==> src/rtl/pwm4_pkg.sv <==
package pwm4_pkg;
  // Position of a channel's control bits inside the control word
  function automatic int unsigned run_bit(int unsigned ch);
    return (ch == 0) ? 0 : (4 + 4 * ch);
  endfunction
  function automatic int unsigned pol_bit(int unsigned ch);
    return run_bit(ch) + 2;
  endfunction
  function automatic int unsigned loop_bit(int unsigned ch);
    return run_bit(ch) + 3;
  endfunction

  // Clock-select nibble to divider mask (code 4 and unused codes: divide by one)
  function automatic logic [3:0] sel_mask(logic [3:0] code);
    case (code)
      4'd0:    return 4'b0001;
      4'd1:    return 4'b0011;
      4'd2:    return 4'b0111;
      4'd3:    return 4'b1111;
      default: return 4'b0000;
    endcase
  endfunction

  localparam int unsigned OFS_PRE  = 'h00;
  localparam int unsigned OFS_SEL  = 'h04;
  localparam int unsigned OFS_CTL  = 'h08;
  localparam int unsigned OFS_CH0  = 'h0C;
  localparam int unsigned CH_STEP  = 12;
  localparam int unsigned OFS_MASK = 'h3C;
  localparam int unsigned OFS_FLAG = 'h40;
endpackage

==> src/rtl/pwm4_prescaler.sv <==
module pwm4_prescaler #(
  parameter int PRE_W = 8
) (
  input  logic             clk,
  input  logic             rst_n,
  input  logic [PRE_W-1:0] div,
  output logic             tick
);
  logic [PRE_W-1:0] pcnt_q, pcnt_nx;
  logic             wrap;

  always_comb begin
    wrap    = (pcnt_q >= div);
    pcnt_nx = wrap ? '0 : pcnt_q + 1'b1;
    tick    = (div != '0) && wrap;
  end

  always_ff @(posedge clk or negedge rst_n) begin
    if (!rst_n) pcnt_q <= '0;
    else        pcnt_q <= pcnt_nx;
  end


  pre_gap_chk: assert property (@(posedge clk) disable iff (!rst_n)
    (tick && div != '0 && $stable(div)) |=> !tick);
endmodule

==> src/rtl/pwm4_channel.sv <==
module pwm4_channel
  import pwm4_pkg::*;
#(
  parameter int CNT_W = 8
) (
  input  logic             clk,
  input  logic             rst_n,
  input  logic             pre_tick,
  input  logic             en,
  input  logic             inv,
  input  logic             auto_rl,
  input  logic [3:0]       sel,
  input  logic [CNT_W-1:0] reload_in,
  input  logic [CNT_W-1:0] cmp_in,
  output logic             out,
  output logic             uf,
  output logic             done,
  output logic [CNT_W-1:0] count,
  output logic [CNT_W-1:0] cmp_act,
  output logic [CNT_W-1:0] rl_act
);
  logic             run_q, run_nx;
  logic [CNT_W-1:0] cnt_q, cnt_nx;
  logic [CNT_W-1:0] cmp_q, cmp_nx, rl_q, rl_nx;
  logic [3:0]       dcnt_q, dcnt_nx, dmask;
  logic             load, ch_tick, at_zero, refill;

  always_comb begin
    dmask   = sel_mask(sel);
    load    = en && !run_q;
    ch_tick = pre_tick && run_q && ((dcnt_q & dmask) == dmask);
    at_zero = (cnt_q == '0);
    uf      = ch_tick && at_zero;
    done    = uf && !auto_rl;
    refill  = load || (uf && auto_rl);

    run_nx = run_q;
    if (!en)       run_nx = 1'b0;
    else if (load) run_nx = 1'b1;
    else if (done) run_nx = 1'b0;

    cnt_nx = cnt_q;
    if (load)                 cnt_nx = reload_in;
    else if (ch_tick)         cnt_nx = at_zero ? (auto_rl ? reload_in : cnt_q) : cnt_q - 1'b1;

    cmp_nx = refill ? cmp_in    : cmp_q;
    rl_nx  = refill ? reload_in : rl_q;

    dcnt_nx = dcnt_q;
    if (!run_q)        dcnt_nx = '0;
    else if (pre_tick) dcnt_nx = dcnt_q + 1'b1;

    out     = (en && run_q && (cnt_q <= cmp_q)) ^ inv;
    count   = cnt_q;
    cmp_act = cmp_q;
    rl_act  = rl_q;
  end

  always_ff @(posedge clk or negedge rst_n) begin
    if (!rst_n) begin
      run_q  <= 1'b0;
      cnt_q  <= '0;
      cmp_q  <= '0;
      rl_q   <= '0;
      dcnt_q <= '0;
    end else begin
      run_q  <= run_nx;
      cnt_q  <= cnt_nx;
      cmp_q  <= cmp_nx;
      rl_q   <= rl_nx;
      dcnt_q <= dcnt_nx;
    end
  end


  cnt_step_chk: assert property (@(posedge clk) disable iff (!rst_n)
    (run_q && ch_tick && cnt_q != '0) |=> (cnt_q == $past(cnt_q) - 1'b1));

  freeze_chk: assert property (@(posedge clk) disable iff (!rst_n)
    (run_q && !pre_tick) |=> $stable(cnt_q));

  shadow_chk: assert property (@(posedge clk) disable iff (!rst_n)
    (run_q && !uf) |=> ($stable(cmp_q) && $stable(rl_q)));
endmodule

==> src/rtl/pwm4_ctrl.sv <==
module pwm4_ctrl
  import pwm4_pkg::*;
#(
  parameter int N_CH  = 4,
  parameter int CNT_W = 8,
  parameter int PRE_W = 8,
  parameter int AW    = 8,
  parameter int DW    = 32
) (
  input  logic          clk,
  input  logic          rst_n,
  input  logic          bus_wr,
  input  logic          bus_rd,
  input  logic [AW-1:0] bus_addr,
  input  logic [DW-1:0] bus_wdata,
  output logic [DW-1:0] bus_rdata,
  output logic [N_CH-1:0] pwm_out,
  output logic          irq
);
  localparam int N_PRE = N_CH / 2;
  localparam int PRE_BITS = N_PRE * PRE_W;
  localparam int SEL_BITS = 4 * N_CH;
  localparam int PAD_W = DW - 3 * CNT_W;

  // Reset: asserted asynchronously, released on a clock edge
  logic rs_meta_q, rs_q;
  always_ff @(posedge clk or negedge rst_n) begin
    if (!rst_n) begin
      rs_meta_q <= 1'b0;
      rs_q      <= 1'b0;
    end else begin
      rs_meta_q <= 1'b1;
      rs_q      <= rs_meta_q;
    end
  end

  logic [PRE_BITS-1:0] pre_q, pre_nx;
  logic [SEL_BITS-1:0] sel_q, sel_nx;
  logic [DW-1:0]       ctl_q, ctl_nx;
  logic [CNT_W-1:0]    rl_q [N_CH], rl_nx [N_CH];
  logic [CNT_W-1:0]    cmp_q[N_CH], cmp_nx[N_CH];
  logic [N_CH-1:0]     mask_q, mask_nx, flag_q, flag_nx;
  logic [DW-1:0]       rd_q, rd_nx;

  logic [N_PRE-1:0]    pre_tick;
  logic [N_CH-1:0]     uf_v, done_v, en_v;
  logic [CNT_W-1:0]    cnt_v[N_CH], cmpa_v[N_CH], rla_v[N_CH];

  genvar gp;
  generate
    for (gp = 0; gp < N_PRE; gp++) begin : g_pre
      pwm4_prescaler #(.PRE_W(PRE_W)) u_pre (
        .clk  (clk),
        .rst_n(rs_q),
        .div  (pre_q[gp*PRE_W +: PRE_W]),
        .tick (pre_tick[gp])
      );
    end
  endgenerate

  genvar gc;
  generate
    for (gc = 0; gc < N_CH; gc++) begin : g_ch
      assign en_v[gc] = ctl_q[run_bit(gc)];
      pwm4_channel #(.CNT_W(CNT_W)) u_ch (
        .clk      (clk),
        .rst_n    (rs_q),
        .pre_tick (pre_tick[gc/2]),
        .en       (ctl_q[run_bit(gc)]),
        .inv      (ctl_q[pol_bit(gc)]),
        .auto_rl  (ctl_q[loop_bit(gc)]),
        .sel      (sel_q[4*gc +: 4]),
        .reload_in(rl_q[gc]),
        .cmp_in   (cmp_q[gc]),
        .out      (pwm_out[gc]),
        .uf       (uf_v[gc]),
        .done     (done_v[gc]),
        .count    (cnt_v[gc]),
        .cmp_act  (cmpa_v[gc]),
        .rl_act   (rla_v[gc])
      );
    end
  endgenerate

  // Register next-state
  always_comb begin
    pre_nx  = pre_q;
    sel_nx  = sel_q;
    ctl_nx  = ctl_q;
    mask_nx = mask_q;
    flag_nx = flag_q;
    for (int i = 0; i < N_CH; i++) begin
      rl_nx[i]  = rl_q[i];
      cmp_nx[i] = cmp_q[i];
    end
    if (bus_wr) begin
      if (bus_addr == AW'(OFS_PRE))  pre_nx  = bus_wdata[PRE_BITS-1:0];
      if (bus_addr == AW'(OFS_SEL))  sel_nx  = bus_wdata[SEL_BITS-1:0];
      if (bus_addr == AW'(OFS_CTL))  ctl_nx  = bus_wdata;
      if (bus_addr == AW'(OFS_MASK)) mask_nx = bus_wdata[N_CH-1:0];
      if (bus_addr == AW'(OFS_FLAG)) flag_nx = flag_q & ~bus_wdata[N_CH-1:0];
      for (int i = 0; i < N_CH; i++) begin
        if (bus_addr == AW'(OFS_CH0 + CH_STEP * i))     rl_nx[i]  = bus_wdata[CNT_W-1:0];
        if (bus_addr == AW'(OFS_CH0 + CH_STEP * i + 4)) cmp_nx[i] = bus_wdata[CNT_W-1:0];
      end
    end
    flag_nx = flag_nx | uf_v;
    for (int i = 0; i < N_CH; i++)
      if (done_v[i]) ctl_nx[run_bit(i)] = 1'b0;
  end

  // Read mux
  always_comb begin
    rd_nx = '0;
    if (bus_addr == AW'(OFS_PRE))  rd_nx = DW'(pre_q);
    if (bus_addr == AW'(OFS_SEL))  rd_nx = DW'(sel_q);
    if (bus_addr == AW'(OFS_CTL))  rd_nx = ctl_q;
    if (bus_addr == AW'(OFS_MASK)) rd_nx = DW'(mask_q);
    if (bus_addr == AW'(OFS_FLAG)) rd_nx = DW'(flag_q);
    for (int i = 0; i < N_CH; i++) begin
      if (bus_addr == AW'(OFS_CH0 + CH_STEP * i))     rd_nx = DW'(rl_q[i]);
      if (bus_addr == AW'(OFS_CH0 + CH_STEP * i + 4)) rd_nx = DW'(cmp_q[i]);
      if (bus_addr == AW'(OFS_CH0 + CH_STEP * i + 8))
        rd_nx = {{PAD_W{1'b0}}, rla_v[i], cmpa_v[i], cnt_v[i]};
    end
  end

  always_ff @(posedge clk or negedge rs_q) begin
    if (!rs_q) begin
      pre_q  <= '0;
      sel_q  <= '0;
      ctl_q  <= '0;
      mask_q <= '0;
      flag_q <= '0;
      rd_q   <= '0;
      for (int i = 0; i < N_CH; i++) begin
        rl_q[i]  <= '0;
        cmp_q[i] <= '0;
      end
    end else begin
      pre_q  <= pre_nx;
      sel_q  <= sel_nx;
      ctl_q  <= ctl_nx;
      mask_q <= mask_nx;
      flag_q <= flag_nx;
      if (bus_rd) rd_q <= rd_nx;
      for (int i = 0; i < N_CH; i++) begin
        rl_q[i]  <= rl_nx[i];
        cmp_q[i] <= cmp_nx[i];
      end
    end
  end

  assign bus_rdata = rd_q;
  assign irq       = |(flag_q & mask_q);


  oneshot_clr_chk: assert property (@(posedge clk) disable iff (!rs_q)
    (|done_v) |=> ((en_v & $past(done_v)) == '0));

  flag_set_chk: assert property (@(posedge clk) disable iff (!rs_q)
    (|uf_v) |=> ((flag_q & $past(uf_v)) == $past(uf_v)));
endmodule

==> config.mk <==
export PLATFORM = sky130hd
export DESIGN_NAME = pwm4_ctrl
export DESIGN_NICKNAME = d
export VERILOG_FILES = /design/src/rtl/pwm4_pkg.sv /design/src/rtl/pwm4_prescaler.sv /design/src/rtl/pwm4_channel.sv /design/src/rtl/pwm4_ctrl.sv
export SDC_FILE = /design/constraint.sdc
export NUM_CORES = 1
export LEC_CHECK = 0
export ABC_CLOCK_PERIOD_IN_PS = 19970
export BUFFER_PORTS_ARGS = -buffer_cell sky130_fd_sc_hd__buf_2
export CORE_ASPECT_RATIO = 0.8
export CORE_MARGIN = 5
export CORE_UTILIZATION = 60
export CTS_BUF_LIST = sky130_fd_sc_hd__clkbuf_16
export CTS_CLUSTER_DIAMETER = 200
export CTS_CLUSTER_SIZE = 16
export DETAILED_ROUTE_END_ITERATION = 8
export GPL_TIMING_DRIVEN = 0
export PLACE_DENSITY = 0.78
export SYNTH_ARGS = -nofsm -noshare
export SYNTH_HDL_FRONTEND = slang
export SYNTH_HIERARCHICAL = 1
export SYNTH_SLANG_ARGS = --single-unit
==> constraint.sdc <==
create_clock -name clk -period 19.97 [get_ports clk]
set_input_delay 0.9985 -clock clk [delete_from_list [all_inputs] [get_ports clk]]
set_output_delay 0.9985 -clock clk [all_outputs]
set_load 0.01 [all_outputs]
==> metrics, run 1 <==
endpoints failing setup 0; crit path max-delay cell type a21boi_1; first-pass GRT wire length ~84000 um; # nets final about 1800; Reg2Reg Setup Slack around 16 ns; MaxCap Viol Count 0; clock tree buffer depth 3; Post-Syn Area per Cell 11.2 um^2; TritonCTS clock tree done; die width 199 um; area leader, netlist dfrtp_1; initial antenna violation count 2; Top FF cell, synth dfrtp_1; Max Fclk 0.233 GHz; CTS Hold Buffers Added 0; Core Region between 20000 and 30000 um^2; unrepaired setup endpoints after global routing no; Seq/Total Area, Yosys 44.0%; final instance area 18700 um^2; Clock Tree Root clkbuf_16; worst path arrival time about 4.7 ns; DRC Markers 0; critical path endpoint g_ch[3].u_ch/count[1]$_DFFE_PN0P_; clk sink count 302; Routed WL 56000 um; final hold viol count 0; Gate power share between 20% and 30%; vias in the first global route ~13000; crit path launch pre_q[13]$_DFFE_PN0P_; die span in y 161 um; TritonCTS buffer count 22; Netlist cell types 94; Post-CTS Setup Inserts 0; detailed-route via count 13900; sw frac 33.3%; Netlist Area Pre-Place between 15000 and 20000 um^2; Max Slew Vio Count 0; Vias per Instance 6.89; gr usage total 34.3%; syn_nets 1644; worst path cell trace inv_1 > ha_1 > nand4_1 > o31ai_4 > a21boi_1 > nand2_1 > a311o_1 > o21ai_0 > mux2_2; Hold Path Class in -> async; number of I/O pins ~80; Leak approximately 8.8 nW; Die Footprint 32100 um^2; First DRT Iteration DRCs 1751; CP delay by family, top compound AO/OA/AOI/OAI gates; row count 55; Crit Path Class reg -> reg; Reg2Reg Depth 9; final hold slack 0.235 ns; synth warn 6; Power Density 80.0 nW/um^2; Tmin final 4.29 ns; cts repair resizes 0; slowest stage delay, CP 0.97 ns; Required @ worst endpoint slightly above 20 ns; most common cell in the netlist dfrtp_1; largest net degree at the start of global routing 70; Final Wtd Congestion 0.998; Buf/Inv on CP 1; antenna diode count 0; area share of the largest cell type after synthesis 44.0%; Worst Path Max Fanout 10; reg-to-reg startpoint pre_q[13]$_DFFE_PN0P_; P_sw ~500 uW; Max IR drop VDD ~0.069 mV; clk slew on worst S/H paths roughly 0.07 ns; port bufs 77; Post-synth EDFFs 0; post-route ant nets 0; DRT Pass-1 Iters 8; Seq pwr share 50.1%; H-tree depth 1; Setup crit start kind flip-flop; outcome finished clean; async set or reset register ratio after synthesis 100%; r2r endpoint g_ch[3].u_ch/count[1]$_DFFE_PN0P_; Post-Syn Instances 1538; Int Pwr 1000 uW; Slew HR between 10% and 20%; WP depth 9; DR WL/cell 27.8 um; Initial Util 60.8%; CP endpoint kind flip-flop; synthesized flop and latch total 302; Final HPWL DP 42300 um; Clock Skew 0.0191 ns; Fin Setup TNS 0 ns; layout cells sized above 1 25.7%; clock power share between 20% and 30%; dpl cell area 18100 um^2; main area contributors after synthesis dfrtp_1 44%, mux2_2 9.0%, mux2_4 5.8%; Worst Max-Slew Pin Slew 1.21 ns; area delta synth->final 9.14%; Commonest cells post-synth 302 x dfrtp_1, 137 x mux2_2, 100 x inv_1; Fill cells 2205; grt total ovfl 0; worst skew pair latency 0.54 ns; Tcrit/Tclk final 21.5%
## sequential cells by signal (all words and copies together) (netlist names)
signal	flops
g_ch.u_ch/dcnt_q	16
rs_q	1
rl_q	32
bus_rdata	32
ctl_q	32
g_ch.u_ch/cmp_act	32
sel_q	16
mask_q	4
g_ch.u_ch/run_q	4
g_ch.u_ch/rl_act	32
g_pre.u_pre/pcnt_q	16
pre_q	16
cmp_q	32
flag_q	4
rs_meta_q	1
g_ch.u_ch/count	32
## layout by cell type, fill, tap and decap left out, types with 36 or more instances in the layout
master / netlist / final
buf_2: 26 / 103
a22oi_1: 46 / 46
nor2_1: 91 / 91
nand2_1: 74 / 74
dfrtp_1: 302 / 301
inv_1: 100 / 100
nand3_1: 36 / 36
o21ai_0: 65 / 65
mux2_4: 66 / 66
ha_1: 62 / 62
mux2_2: 137 / 137
## area by class of cell
| cell class | count | area [um^2] | share of cell area (%) |
|---|---|---|---|
| Multi-Input combinational cell | 1066 | 8870 | 47.4 |
| Sequential cell | 302 | 7560 | 40.4 |
| Clock buffer | 23 | 576 | 3.07 |
| Timing Repair Buffer | 82 | 523 | 2.79 |
| Tap cell | 370 | 463 | 2.47 |
| Inverter | 100 | 375 | 2.00 |
| Buffer | 70 | 353 | 1.88 |
| Clock inverter | 1 | 3.75 | 0.0200 |
## routing by layer
metal | GRT usage (%) | part of all wire (%)
met5 | 0 | 0.045
met4 | 10.6 | 3.9
met3 | 8.80 | 13
met2 | 48.6 | 42
met1 | 52.0 | 42
## worst min path at each step
stage                        startpoint                  end  slack (ns)  cells after the start
CTS                               rst_n       rs_q$_DFF_PN0_        0.23                      1
finish                            rst_n       rs_q$_DFF_PN0_        0.24                      1
global route                      rst_n       rs_q$_DFF_PN0_        0.23                      1
global placement    rs_meta_q$_DFF_PN0_       rs_q$_DFF_PN0_        0.34                      0
floorplan           rs_meta_q$_DFF_PN0_       rs_q$_DFF_PN0_        0.33                      0
detailed placement       rs_q$_DFF_PN0_  rl_q[5]$_DFFE_PN0P_        0.34                      0
## stage by stage
stage | utilization, % | worst slack, ns | cells | total power [mW]
after floorplan | - | 10.93 | 1538 | 0.961
after global placement | 63.8 | 7.54 | 1985 | 1.07
after detailed placement | 64.3 | 15.75 | 1990 | 1.08
after CTS | 66.4 | 15.71 | 2014 | 1.49
after global routing | 66.4 | 15.40 | 2014 | 1.57
final | 66.4 | 15.68 | 2014 | 1.50
## power groups by stage
stage	Sequential, mW	Clock [mW]	Combinational [mW]
2_1_floorplan	0.723	0	0.238
3_3_place_gp	0.767	0	0.299
3_5_place_dp	0.758	0	0.323
4_1_cts	0.746	0.420	0.326
5_1_grt	0.755	0.443	0.367
6_report	0.751	0.417	0.331
## cell families (layout without fill, tap and decap cells)
kind of cell / Yosys count / in the layout / share of synthesized area (%)
buf+inv: 170 / 276 / 4.24
simple gates: 384 / 384 / 12.6
fa+ha+maj: 62 / 62 / 4.52
flops: 302 / 302 / 44.0
xor+xnor: 24 / 24 / 1.22
other cells: 1 / 1 / 0.0219
compound gates: 371 / 371 / 17.2
mux: 224 / 224 / 16.1
Note: power is estimated with default switching activity, not from simulation.
==> run 2: changes to the inputs <==
--- a/config.mk
+++ b/config.mk
@@ -5,7 +5,8 @@
 export SDC_FILE = /design/constraint.sdc
 export NUM_CORES = 1
 export LEC_CHECK = 0
-export ABC_CLOCK_PERIOD_IN_PS = 19970
+export ABC_AREA = 1
+export ABC_CLOCK_PERIOD_IN_PS = 4000
 export BUFFER_PORTS_ARGS = -buffer_cell sky130_fd_sc_hd__buf_2
 export CORE_ASPECT_RATIO = 0.8
 export CORE_MARGIN = 5
==> constraint.sdc (replaced) <==
create_clock -name clk -period 4 [get_ports clk]
set_input_delay 0.2 -clock clk [delete_from_list [all_inputs] [get_ports clk]]
set_output_delay 0.2 -clock clk [all_outputs]
set_load 0.01 [all_outputs]
==> run 2 against run 1 <==
Compared with the run above:
- core utilization rose by 0.71 points
- via count rose by 11%
- critical path depth rose by 5
- sequential power increased to 5.3 times the previous value
- worst hold slack worse by 0.23 ns
- combinational power rose to 8.9 times the previous value
- critical path type unchanged
- largest cell class unchanged
- largest power group unchanged
- highest routed layer is now met4
==> metrics, run 2 <==
most frequent cells in the layout 738 x nand2_1, 301 x dfrtp_1, 219 x inv_1; multi-input logic area 7630 um^2 (-14%); die span in y 158 um (-2.1%); vias in the first global route 14500 (+9.3%); grt total ovfl 0 (unchanged); die width 195 um (-2.1%); Final Wtd Congestion 0.984 (-1.4%); outcome finished clean; # nets final 2371 (+35%); Max Slew Vio Count 0 (unchanged); post-route ant nets 0 (unchanged); Die Footprint 30800 um^2 (-4.2%); initial antenna violation count 0 (-2); Post-CTS Setup Inserts 0 (unchanged); clock tree buffer depth 3 (unchanged); MaxCap Viol Count 0 (unchanged); Worst Path Max Fanout 12 (+2); Final HPWL DP 37200 um (-12%); crit path max-delay cell type dfrtp_1; Core Region 27100 um^2 (-4.0%); Top FF cell, synth dfrtp_1; row count 54 (-1.8%); H-tree depth 1 (unchanged); final instance area 18200 um^2 (-2.9%); DRT Pass-1 Iters 6 (-2); area share of the largest cell type after synthesis 46.1% (+2.0 points); area leader, netlist dfrtp_1; area delta synth->final 10.8%; Vias per Instance 5.85 (-15%); gr usage total 32.4% (-1.9 points); detailed-route via count 15400 (+11%); commonest non-fill, non-tap cell in the layout nand2_1; CP endpoint kind flip-flop; most common cell in the netlist nand2_1; syn_nets 2240 (+36%); slowest stage delay, CP 0.43 ns (-0.54 ns); endpoints failing setup 0 (unchanged); layout cells sized above 1 10.2% (-16 points); Netlist Area Pre-Place 16400 um^2 (-4.4%); Seq/Total Area, Yosys 46.1% (+2.0 points); Initial Util 60.5% (-0.28 points); sw frac 38.8% (+5.5 points); Post-Syn Area per Cell 7.69 um^2 (-31%); synth warn 6 (unchanged); Post-Syn Instances 2134 (+39%); Slew HR 27.3% (+8.5 points); Sequential Area 7560 um^2 (unchanged); Worst Max-Slew Pin Slew 1.09 ns (-0.124 ns); clock power share 23.0% (-4.8 points); DRC Markers 0 (unchanged); dpl cell area 17400 um^2 (-4.3%); Int Pwr 5.49 mW (+450%); Tot Pwr 8.96 mW (+500%); first-pass GRT wire length 78800 um (-5.8%); number of I/O pins 81 (unchanged); Leak 9.16 nW (+4.3%); Post-synth EDFFs 0 (unchanged); async set or reset register ratio after synthesis 100% (unchanged); final hold viol count 0 (unchanged); clk sink count 302 (unchanged); First DRT Iteration DRCs 1791 (+2.3%); Netlist cell types 42 (-55%); Gate power share 32.8% (+11 points); worst skew pair latency 0.53 ns (about the same); Crit Path Class reg -> reg; Tcrit/Tclk final 72.3% (+51 points); Max IR drop VDD 0.376 mV (+440%); Commonest cells post-synth 738 x nand2_1, 302 x dfrtp_1, 218 x inv_1; Hold Path Class in -> reg; most frequent cell on the critical path nand2_1; DR WL/cell 19.1 um (-31%); Routed WL 50200 um (-10%); cts repair resizes 0 (unchanged); worst path cell trace inv_1 > ha_1 > nand2_1 > nor2_1 > nand4_1 > nand3_2 > nand2_1 > inv_1 > nand2_1 > a21oi_4 > nand3_2 > nand2_2 > nand3_1 > nand2_1; Tmin final 2.89 ns (-1.40 ns); unrepaired setup endpoints after global routing no; largest net degree at the start of global routing 73 (+4.3%); P_sw 3.48 mW (+600%); Setup crit start kind flip-flop; Power Density 493 nW/um^2 (+520%); Seq pwr share 44.1% (-6.0 points); synthesized flop and latch total 302 (unchanged); worst path arrival time 3.35 ns (-1.35 ns); Clock Skew 0.0144 ns (-0.00475 ns); port bufs 80 (+3.9%); Clock Tree Root clkbuf_16; Fill cells 2294 (+4.0%); Max Fclk 0.346 GHz (+48%); TritonCTS buffer count 22 (unchanged); TritonCTS clock tree done; Required @ worst endpoint 4.46 ns (-15.93 ns); antenna diode count 0 (unchanged); main area contributors after synthesis dfrtp_1 46%, nand2_1 17%, nand3_1 5.9%; clk slew on worst S/H paths 0.07 ns (about the same)
-- run 2: final timing paths --
check,from,end,slack [ns],depth (start not counted)
setup / recovery,pre_q[7]$_DFFE_PN0P_,g_ch[1].u_ch/count[5]$_DFFE_PN0P_,1.11,14
hold / removal,bus_wdata[9],pre_q[9]$_DFFE_PN0P_,0.01,3
setup reg to reg,pre_q[7]$_DFFE_PN0P_,g_ch[1].u_ch/count[5]$_DFFE_PN0P_,1.11,14
hold reg to reg,rs_meta_q$_DFF_PN0_,rs_q$_DFF_PN0_,0.37,0
max in group asynchronous,rs_q$_DFF_PN0_,rl_q[5]$_DFFE_PN0P_,2.47,2
min in group asynchronous,rs_q$_DFF_PN0_,rl_q[20]$_DFFE_PN0P_,0.42,0
-- run 2: power by group through the flow --
stage	clock, mW	sequential [mW]	combinational (mW)
final	2.06	3.96	2.94
after global routing	2.20	4.00	3.30
after CTS	2.09	3.93	2.88
after detailed placement	0	3.98	2.85
after global placement	0	4.02	2.64
after floorplan	0	3.81	2.16
-- run 2: cell families (layout without fill, tap and decap cells) --
group | after synthesis | after routing | share of synthesized area (%)
xor+xnor | 22 | 22 | 1.17
compound gates | 262 | 262 | 9.03
buf+inv | 306 | 438 | 7.38
flops | 302 | 302 | 46.1
fa+ha+maj | 62 | 62 | 4.73
simple gates | 1179 | 1179 | 31.6
other cells | 1 | 1 | 0.0229
-- run 2: per-stage QoR --
| step | utilization, % | TNS [ns] | instances | hold slack (ns) | setup WS [ns] |
|---|---|---|---|---|---|
| floorplan | - | 0 | 2134 | -0.0956 | 0.996 |
| global placement | 63.7 | -21.20 | 2578 | -0.0163 | -0.102 |
| detailed placement | 64.1 | 0 | 2582 | -0.0117 | 1.20 |
| CTS | 67.1 | 0 | 2630 | 0.00285 | 1.17 |
| global route | 67.1 | 0 | 2630 | 0.0169 | 0.900 |
| finish | 67.1 | 0 | 2630 | 0.0100 | 1.11 |
-- run 2: per-layer routing --
metal  track usage (%)  part of all wire, %  vias up
li1                  -                    -     7102
met1              46.2                   42     7356
met2              48.1                   42      807
met3              8.77                   11      125
met4              11.9                  4.2        0
met5                 0                    0        -
-- run 2: cell type report --
class / count / share of cell area [%]
clock buffer: 23 / 3.17
sequential: 302 / 41.6
multi-input combinational: 1526 / 42.0
tap: 364 / 2.51
clock inverter: 2 / 0.0413
inverter: 239 / 4.94
buffer: 67 / 1.72
timing repair buffer: 107 / 4.03
-- run 2: timing repair --
item / 4_1_cts / 5_1_grt
hold buffers: 23 / 0
endpoints found under the setup margin: 0 / 0
endpoints found under the hold margin: 25 / 0
-- run 2: worst max-delay path: cells and delay by family (launching register included) --
kind | cells | cell delay (ns)
AND/OR/NAND/NOR | 10 | 1.49
flip-flops | 1 | 0.43
buffers and inverters | 2 | 0.35
adder cells (fa/ha/maj) | 1 | 0.30
AO/OA/AOI/OAI | 1 | 0.24
==> run 3: changes to the inputs <==
--- a/config.mk
+++ b/config.mk
@@ -5,8 +5,8 @@
 export SDC_FILE = /design/constraint.sdc
 export NUM_CORES = 1
 export LEC_CHECK = 0
-export ABC_AREA = 1
-export ABC_CLOCK_PERIOD_IN_PS = 4000
+export ABC_AREA = 0
+export ABC_CLOCK_PERIOD_IN_PS = 2700
 export BUFFER_PORTS_ARGS = -buffer_cell sky130_fd_sc_hd__buf_2
 export CORE_ASPECT_RATIO = 0.8
 export CORE_MARGIN = 5
==> constraint.sdc (replaced) <==
create_clock -name clk -period 2.7 [get_ports clk]
set_input_delay 0.135 -clock clk [delete_from_list [all_inputs] [get_ports clk]]
set_output_delay 0.135 -clock clk [all_outputs]
set_load 0.01 [all_outputs]
==> run 3 against run 2 <==
Compared with the run above:
- the flow now finishes with violations (setup timing)
- clock skew fell by 0.0016 ns
- core utilization rose by 4.6 points
- worst hold slack improved by 0.12 ns
- maximum frequency rose by 0.54%
- die area rose by 4.4%
- critical path depth fell by 1
- wire length rose by 19%
- clock power rose by 48%
- combinational power rose by 3%
- sequential power rose by 40%
- via count fell by 5.9%
- design area rose by 11%
- critical path type unchanged
- critical endpoint is now g_ch[3].u_ch/rl_act[7]$_DFFE_PN0P_
==> metrics, run 3 (same netlist as run 1, synthesis figures left out) <==
Hold Path Class in -> reg; Util after Layout 71.7% (+4.6 points); Vias per Instance 6.82 (+17%); unrepaired setup endpoints after global routing yes; Sequential Area 7570 um^2 (+0.12%); port bufs 77 (-3.8%); Clock Skew 0.0128 ns (-0.00158 ns); die width 199 um (+2.2%); Required @ worst endpoint 3.12 ns (-1.34 ns); Final Wtd Congestion 0.991 (+0.70%); final hold viol count 0 (unchanged); Die Footprint 32100 um^2 (+4.4%); multi-input logic area 9310 um^2 (+22%); clock tree buffer depth 3 (unchanged); MaxCap Viol Count 0 (unchanged); DR WL/cell 28.2 um (+48%); Crit Path Class reg -> reg; commonest non-fill, non-tap cell in the layout dfrtp_1; Tmin final 2.88 ns (-0.0154 ns); final instance area 20200 um^2 (+11%); vias in the first global route 13700 (-5.3%); initial antenna violation count 0 (unchanged); First DRT Iteration DRCs 1973 (+10%); CP endpoint kind flip-flop; H-tree depth 1 (unchanged); Routed WL 59800 um (+19%); Final HPWL DP 42700 um (+15%); Slew HR 12.0% (-15 points); Power Density 574 nW/um^2 (+16%); antenna diode count 0 (unchanged); post-route ant nets 0 (unchanged); DRT Pass-1 Iters 7 (+1); Max Fclk 0.348 GHz (+0.54%); area delta synth->final 17.9%; gr usage total 36.0% (+3.6 points); Fill cells 1954 (-15%); Initial Util 60.8% (+0.28 points); final worst slack -0.176 ns (-1.28 ns); violated checks setup timing; Max IR drop VDD 0.522 mV (+39%); Clock Tree Root clkbuf_16; largest net degree at the start of global routing 66 (-9.6%); Worst Max-Slew Pin Slew 1.31 ns (+0.218 ns); grt total ovfl 0 (unchanged); Core Region 28200 um^2 (+4.1%); post-route insts no fill 2124 (-19%); # nets final 1860 (-22%); TritonCTS clock tree done; Tcrit/Tclk final 107% (+34 points); Leak 9.45 nW (+3.2%); die span in y 161 um (+2.1%); dpl cell area 18300 um^2 (+5.2%); clk slew on worst S/H paths 0.08 ns (about the same); Worst Path Max Fanout 5 (-7); endpoints failing setup 51 (+51); DRC Markers 0 (unchanged); number of I/O pins 81 (unchanged); first-pass GRT wire length 88100 um (+12%); DP Worst Slack -0.712 ns (-1.91 ns); Max Slew Vio Count 0 (unchanged); Setup crit start kind flip-flop; Post-Place Cells 1990 (-23%); most frequent cells in the layout 294 x dfrtp_1, 133 x mux2_2, 103 x buf_2; TritonCTS buffer count 22 (unchanged); layout cells sized above 1 31.5% (+21 points); worst path arrival time 3.30 ns (-0.05 ns); detailed-route via count 14500 (-5.9%); row count 55 (+1.9%); clk sink count 302 (unchanged); worst skew pair latency 0.54 ns (about the same); outcome finished, violations left
[run 3: timing repair]
item                                   CTS  global route
buffers inserted                        54            22
cloned                                   2             0
gates resized for setup                 35            55
endpoints found under the hold margin   58             0
pin swaps                               20            38
hold buffers                            34             0
setup endpoints to repair              108           100
[run 3: final cells by class]
type | count | area share, %
Buffer | 69 | 1.82
Clock buffer | 22 | 2.72
Clock inverter | 2 | 0.0990
Inverter | 100 | 1.86
Multi-Input combinational cell | 1066 | 46.0
Sequential cell | 302 | 37.4
Tap cell | 370 | 2.29
Timing Repair Buffer | 193 | 7.77
[run 3: worst paths after layout]
kind / from / end / slack (ns) / cells after the start
worst min-delay path: bus_wr / ctl_q[2]$_DFFE_PN0P_ / 0.13 / 3
max in group asynchronous: rs_q$_DFF_PN0_ / flag_q[0]$_DFF_PN0_ / 1.37 / 2
worst min register to register: rs_q$_DFF_PN0_ / g_ch[3].u_ch/count[5]$_DFFE_PN0P_ / 0.29 / 0
worst max-delay path: pre_q[10]$_DFFE_PN0P_ / g_ch[3].u_ch/rl_act[7]$_DFFE_PN0P_ / -0.18 / 13
worst max register to register: pre_q[10]$_DFFE_PN0P_ / g_ch[3].u_ch/rl_act[7]$_DFFE_PN0P_ / -0.18 / 13
min in group asynchronous: rs_q$_DFF_PN0_ / g_ch[3].u_ch/count[5]$_DFFE_PN0P_ / 0.29 / 0
[run 3: worst max-delay path, cell delays in order, from the launching register on]
cell	delay, ns
dfrtp_1	0.37
inv_1	0.08
ha_4	0.26
o21a_1	0.14
nor2_2	0.06
o31ai_4	0.28
a21boi_4	0.25
buf_12	0.14
nand2_8	0.06
a311oi_4	0.31
a31oi_4	0.18
buf_12	0.19
buf_12	0.13
mux2_4	0.30
[run 3: per-stage QoR]
stage | TNS (ns) | hold slack, ns | power [mW]
final | -5.13 | 0.132 | 11.6
after global routing | -10.28 | 0.138 | 12.1
after CTS | -2.96 | 0.115 | 11.4
after detailed placement | -52.48 | -0.0780 | 8.05
after global placement | -453.88 | -0.0801 | 7.91
after floorplan | -95.86 | -0.161 | 7.15
[run 3: routing by layer]
metal	GRT usage, %	vias up	wire length, um
met1	55.3	7295	25500
met2	52.7	875	25600
li1	-	6183	-
met5	0	-	0
met3	6.80	135	6640
met4	9.54	0	2120
[run 3: power by group]
| part | switching [mW] | total [mW] | internal, mW |
|---|---|---|---|
| registers | 0.681 | 5.54 | 4.86 |
| clock network | 1.59 | 3.05 | 1.46 |
| logic | 1.66 | 3.03 | 1.37 |
